<file path="config.mk">
export PLATFORM = sky130hd
export DESIGN_NAME = pc_word_unit
export DESIGN_NICKNAME = d
export VERILOG_FILES = /design/src/rtl/pcu_pkg.sv /design/src/rtl/pcu_incr.sv /design/src/rtl/pcu_branch_target.sv /design/src/rtl/pcu_state.sv /design/src/rtl/pc_word_unit.sv
export SDC_FILE = /design/constraint.sdc
export NUM_CORES = 1
export LEC_CHECK = 0
export BUFFER_PORTS_ARGS = -buffer_cell sky130_fd_sc_hd__buf_4
export CAP_MARGIN = 20
export CORE_UTILIZATION = 55
export CTS_BUF_LIST = sky130_fd_sc_hd__clkbuf_4
export DETAILED_ROUTE_END_ITERATION = 7
export PLACE_DENSITY_LB_ADDON = 0.05
export SLEW_MARGIN = 20
export SYNTH_ARGS = -nofsm -noshare
export SYNTH_HDL_FRONTEND = slang
export SYNTH_SLANG_ARGS = --single-unit
</file>
<file path="constraint.sdc">
create_clock -name clk -period 4.47 [get_ports clk]
set_input_delay 0.2235 -clock clk [delete_from_list [all_inputs] [get_ports clk]]
set_output_delay 0.2235 -clock clk [all_outputs]
set_load 0.02 [all_outputs]
</file>
<file path="src/rtl/pcu_pkg.sv">
`timescale 1ns/1ps
package pcu_pkg;
    // Number of address bits that word alignment fixes at zero
    localparam int unsigned PCU_ALIGN = 2;

    // Next-address source selection
    typedef enum logic [1:0] {
        PCU_SEQ    = 2'd0,
        PCU_BRANCH = 2'd1,
        PCU_JREG   = 2'd2,
        PCU_RSVD   = 2'd3
    } pcu_sel_e;
endpackage

</file>
<file path="src/rtl/pcu_incr.sv">
`timescale 1ns/1ps
// Word-count increments: next word (delay slot) and the one after it (link)
module pcu_incr #(
    parameter int unsigned WORD_W = 30
) (
    input  logic [WORD_W-1:0] word_q,
    output logic [WORD_W-1:0] plus_one,
    output logic [WORD_W-1:0] plus_two
);
    always_comb begin
        plus_one = word_q + WORD_W'(1);
        plus_two = word_q + WORD_W'(2);
    end
endmodule

</file>
<file path="src/rtl/pcu_branch_target.sv">
`timescale 1ns/1ps
// Relative target: the signed word offset is added to the delay-slot word count.
// Working in word units is what scales the offset by four at no cost.
module pcu_branch_target #(
    parameter int unsigned WORD_W = 30,
    parameter int unsigned IMM_W  = 16
) (
    input  logic [WORD_W-1:0] slot_word,
    input  logic [IMM_W-1:0]  offset,
    output logic [WORD_W-1:0] target_word
);
    logic [WORD_W-1:0] offset_ext;

    generate
        if (WORD_W > IMM_W) begin : g_extend
            assign offset_ext = {{(WORD_W-IMM_W){offset[IMM_W-1]}}, offset};
        end else begin : g_trunc
            assign offset_ext = offset[WORD_W-1:0];
        end
    endgenerate

    assign target_word = slot_word + offset_ext;
endmodule

</file>
<file path="src/rtl/pcu_state.sv">
`timescale 1ns/1ps
// Word-count register and misalignment flag, in two-process form
module pcu_state
    import pcu_pkg::*;
#(
    parameter int unsigned       WORD_W     = 30,
    parameter logic [WORD_W-1:0] RESET_WORD = 30'h0010_0000
) (
    input  logic              clk,
    input  logic              rst_n,
    input  logic              stall,
    input  logic [1:0]        sel,
    input  logic              br_taken,
    input  logic [WORD_W-1:0] slot_word,
    input  logic [WORD_W-1:0] branch_word,
    input  logic [WORD_W-1:0] jump_word,
    input  logic              jump_low_nz,
    output logic [WORD_W-1:0] word_q,
    output logic              misalign_q
);
    typedef struct packed {
        logic [WORD_W-1:0] word;
        logic              misalign;
    } pcu_regs_t;

    pcu_regs_t regs_d, regs_q;

    always_comb begin
        regs_d          = regs_q;
        regs_d.misalign = 1'b0;
        if (!stall) begin
            case (pcu_sel_e'(sel))
                PCU_BRANCH: regs_d.word = br_taken ? branch_word : slot_word;
                PCU_JREG: begin
                    regs_d.word     = jump_word;
                    regs_d.misalign = jump_low_nz;
                end
                default:    regs_d.word = slot_word;
            endcase
        end
    end

    always_ff @(posedge clk or negedge rst_n) begin
        if (!rst_n) begin
            regs_q.word     <= RESET_WORD;
            regs_q.misalign <= 1'b0;
        end else begin
            regs_q <= regs_d;
        end
    end

    assign word_q     = regs_q.word;
    assign misalign_q = regs_q.misalign;
endmodule

</file>
<file path="src/rtl/pc_word_unit.sv">
`timescale 1ns/1ps
module pc_word_unit
    import pcu_pkg::*;
#(
    parameter int unsigned       ADDR_W     = 32,
    parameter int unsigned       IMM_W      = 16,
    parameter logic [ADDR_W-1:0] RESET_ADDR = 32'h0040_0000
) (
    input  logic              clk,
    input  logic              rst_n,
    input  logic              stall,
    input  logic [1:0]        sel,
    input  logic              br_taken,
    input  logic [IMM_W-1:0]  br_imm,
    input  logic [ADDR_W-1:0] reg_addr,
    output logic [ADDR_W-1:0] fetch_addr,
    output logic [ADDR_W-1:0] link_addr,
    output logic              misalign
);
    localparam int unsigned       WORD_W     = ADDR_W - PCU_ALIGN;
    localparam logic [WORD_W-1:0] RESET_WORD = RESET_ADDR[ADDR_W-1:PCU_ALIGN];

    logic [WORD_W-1:0] word_q;
    logic [WORD_W-1:0] slot_word;
    logic [WORD_W-1:0] link_word;
    logic [WORD_W-1:0] branch_word;

    pcu_incr #(.WORD_W(WORD_W)) u_incr (
        .word_q   (word_q),
        .plus_one (slot_word),
        .plus_two (link_word)
    );

    pcu_branch_target #(.WORD_W(WORD_W), .IMM_W(IMM_W)) u_target (
        .slot_word   (slot_word),
        .offset      (br_imm),
        .target_word (branch_word)
    );

    pcu_state #(.WORD_W(WORD_W), .RESET_WORD(RESET_WORD)) u_state (
        .clk         (clk),
        .rst_n       (rst_n),
        .stall       (stall),
        .sel         (sel),
        .br_taken    (br_taken),
        .slot_word   (slot_word),
        .branch_word (branch_word),
        .jump_word   (reg_addr[ADDR_W-1:PCU_ALIGN]),
        .jump_low_nz (|reg_addr[PCU_ALIGN-1:0]),
        .word_q      (word_q),
        .misalign_q  (misalign)
    );

    assign fetch_addr = {word_q,    {PCU_ALIGN{1'b0}}};
    assign link_addr  = {link_word, {PCU_ALIGN{1'b0}}};
endmodule

</file>
==> metrics.txt <==
worst ir drop on vdd about 0.18 mV; boundary pin count 119; result of the run completed; Crit Path Max Fanout 6; Sw Share 52.9%; data required time of the critical path 4640 ps; Clk network pwr share 7.5%; drt total wl 16.6 mm; FMAX ~0.24 GHz; Synth Register Bits 31; Skew-Pair Late Insertion Delay roughly 340 ps; Critical Path Sink Type register; slew margin rel. between 20 and 30%; Worst-Margin Slew 1050 ps; # port buffers 114; PD cells 391 nW/um^2; Post-Place Setup Slack 220 ps; P_leak 0.00259 uW; DP Wirelength between 10 and 15 mm; initial antenna violation count 1; Final Hold Viols 0; Yosys Warn Count 0; core area 8720 sq um; DRT antenna net count 0; crit path kind reg2reg; Most used DFF post-synth dfrtp_1; die height 96.7 um; drc violations 0; gr usage total 34.9%; CTS Buf Count 5; Sequential Area 777 sq um; vias after detailed routing 5554; sequential area share after synthesis 15.7%; Setup TNS 0 ps; total grt overflow 0; Sequential Power Share 21.7%; Avg Synthesized Cell Area 7.49 sq um; asr flop ratio synth 100%; Filler cells between 700 and 800; Slew Viols, Final 0; Gate Count Post-Synth 659; row cnt 34; gpl congestion 0.967; area of the multi-input gates about 3800 sq um; Post-synth EDFFs 0; vias in the first global route around 4900; final period utilization 94.3%; CTS tree built; largest net degree at the start of global routing 35; P&R area growth vs syn 18.1%; # clock sinks 31; CP arrival 4390 ps; first-pass GRT wire length 26.2 mm; Final Skew 13.0 ps; Final #Nets 839; clock slew at reported path FFs 110 ps; drt wl/cell between 15 and 20 um; Yosys cell types 75; Vias per Instance between 6 and 7; Max Cap Viol 0; CP Launch Type register; Net Switching 1200 uW; DIE AREA 9350 sq um; post-layout minimum cycle time between 4000 and 5000 ps; die width 96.7 um; initial drt markers 570; Comb pwr share between 70% and 80%; worst setup margin 254 ps; synthesized area slightly below 5000 sq um; Root Buffer clkbuf_4; hold crit path type in2reg; initial core utilization 56.6%; RSZ-0062 raised after global routing no; 1st-pass router iterations 7; htree depth 2; final setup fails 0; Int Pwr 1070 uW; layout cell share with drive strength beyond 1 21.5%; clk buf depth 2
==> registers in the layout (all words and copies together) (netlist names) <==
name / count
u_state.word_q: 30
u_state.misalign_q: 1
==> through the flow <==
step / hold slack (ps) / cells / util, % / cell area, sq um / power (uW)
floorplan: -72.1 / 662 / - / 4940 / 1560
global placement: 192 / 847 / 65.8 / 5740 / 2030
detailed placement: 194 / 847 / 65.8 / 5740 / 2050
CTS: 96.2 / 856 / 66.5 / 5800 / 2230
global route: 87.1 / 857 / 66.8 / 5830 / 2430
finish: 106 / 857 / 66.8 / 5830 / 2270
==> critical path, cell delays in order (launching register included) <==
cell	delay, ps
dfrtp_1	430
ha_1	260
nand3_1	170
or3_1	450
or2_2	350
xnor2_1	360
ha_1	380
and2_1	210
nand4_1	90
o21ai_0	140
nor4_2	270
buf_4	160
o21ai_1	110
a21oi_1	250
xor2_1	290
a311oi_1	140
==> final timing paths <==
path                                   startpoint                  to  slack, ps  depth (start not counted)
worst min register to register  u_state.word_q[1]   u_state.word_q[1]        620                          2
min in group asynchronous                   rst_n   u_state.word_q[7]        360                          2
worst min-delay path                  reg_addr[0]  u_state.misalign_q        110                          2
max in group asynchronous                   rst_n  u_state.word_q[20]       3760                          2
worst max-delay path            u_state.word_q[1]  u_state.word_q[24]        250                         15
worst max register to register  u_state.word_q[1]  u_state.word_q[24]        250                         15
==> logic make-up after synthesis <==
logic type | synth area share (%)
other | 0.0760
xor gates and xnor gates | 14.2
muxes | 1.04
AOI/OAI and AO/OA | 27.1
DFF | 15.7
buffers and inverters | 7.81
adders and majority gates | 9.79
and+or+nand+nor | 24.3
==> power groups by stage <==
stage / registers [uW] / clock network [uW] / logic (uW)
final: 493 / 170 / 1610
after detailed placement: 492 / 0 / 1560
after global routing: 505 / 183 / 1740
after CTS: 486 / 171 / 1570
after floorplan: 498 / 0 / 1060
after global placement: 486 / 0 / 1540
==> what timing repair did <==
action	4_1_cts	5_1_grt
endpoints found under the setup margin	0	6
resized for setup	0	4
buffers inserted	0	0
hold buffers	1	0
hold endpoints to repair	30	0
==> metal layers <==
| metal | vias to the layer above | part of all wire [%] | global-route usage (%) |
|---|---|---|---|
| met5 | - | 0 | 0 |
| met4 | 0 | 2.0 | 9.18 |
| met3 | 31 | 11 | 5.64 |
| met2 | 373 | 42 | 49.9 |
| met1 | 2560 | 46 | 53.6 |
| li1 | 2590 | - | - |
==> cells in the final DEF (no fill, tap or decap), types with 3 or more instances in the layout <==
| cell type | n |
|---|---|
| a211oi_1 | 3 |
| a21boi_0 | 3 |
| a21o_1 | 15 |
| a21oi_1 | 60 |
| a221o_1 | 5 |
| a221oi_1 | 9 |
| a22oi_1 | 5 |
| a2bb2oi_1 | 3 |
| a31oi_1 | 7 |
| and3_1 | 8 |
| and4_1 | 3 |
| buf_4 | 128 |
| clkbuf_4 | 6 |
| conb_1 | 4 |
| dfrtp_1 | 30 |
| ha_1 | 37 |
| inv_1 | 22 |
| mux2i_1 | 4 |
| nand2_1 | 69 |
| nand3_1 | 35 |
| nand4_1 | 17 |
| nor2_1 | 40 |
| nor2b_1 | 6 |
| nor3_1 | 19 |
| nor4_1 | 4 |
| nor4b_1 | 3 |
| o2111ai_1 | 3 |
| o211a_1 | 3 |
| o211ai_1 | 9 |
| o21a_1 | 5 |
| o21ai_0 | 33 |
| o21bai_1 | 3 |
| o221ai_1 | 4 |
| o22ai_1 | 9 |
| o31ai_1 | 3 |
| or3_1 | 3 |
| xnor2_1 | 46 |
| xor2_1 | 28 |
==> area by class of cell <==
| type | instances | area share [%] |
|---|---|---|
| well taps | 108 | 2.32 |
| clock buffers | 6 | 0.773 |
| inverters | 22 | 1.42 |
| clock inverters | 2 | 0.129 |
| multi-input cells | 558 | 65.3 |
| diodes | 1 | 0.0430 |
| repair buffers | 129 | 16.7 |
| flip-flops and latches | 31 | 13.3 |
==> cell usage after synthesis (all sizes together) (3+ instances only) <==
master	instances	area (sq um)
buf	23	193
xnor2	49	455
a21oi	61	309
and4	5	48.8
and3	9	61.3
a221o	5	50.1
nand2	71	272
xor2	28	245
nor4	5	31.3
o221ai	4	35.0
nor4b	3	26.3
dfrtp	30	751
a31oi	7	43.8
ha	37	463
nor2b	6	37.5
a21o	15	113
o211a	3	30.0
a22oi	5	37.5
clkbuf	28	110
o2111ai	3	26.3
nand3	37	210
o21ai	34	170
o22ai	9	56.3
nor2	41	154
o211ai	9	67.6
mux2i	4	40.0
inv	22	82.6
o21a	5	37.5
a2bb2oi	3	26.3
a211oi	3	22.5
o31ai	3	22.5
a221oi	10	87.6
and2	5	33.8
o21bai	3	22.5
a21boi	3	22.5
nor3	21	128
or3	3	18.8
nand4	17	106
No activity file was read; power rests on OpenSTA's default activity.
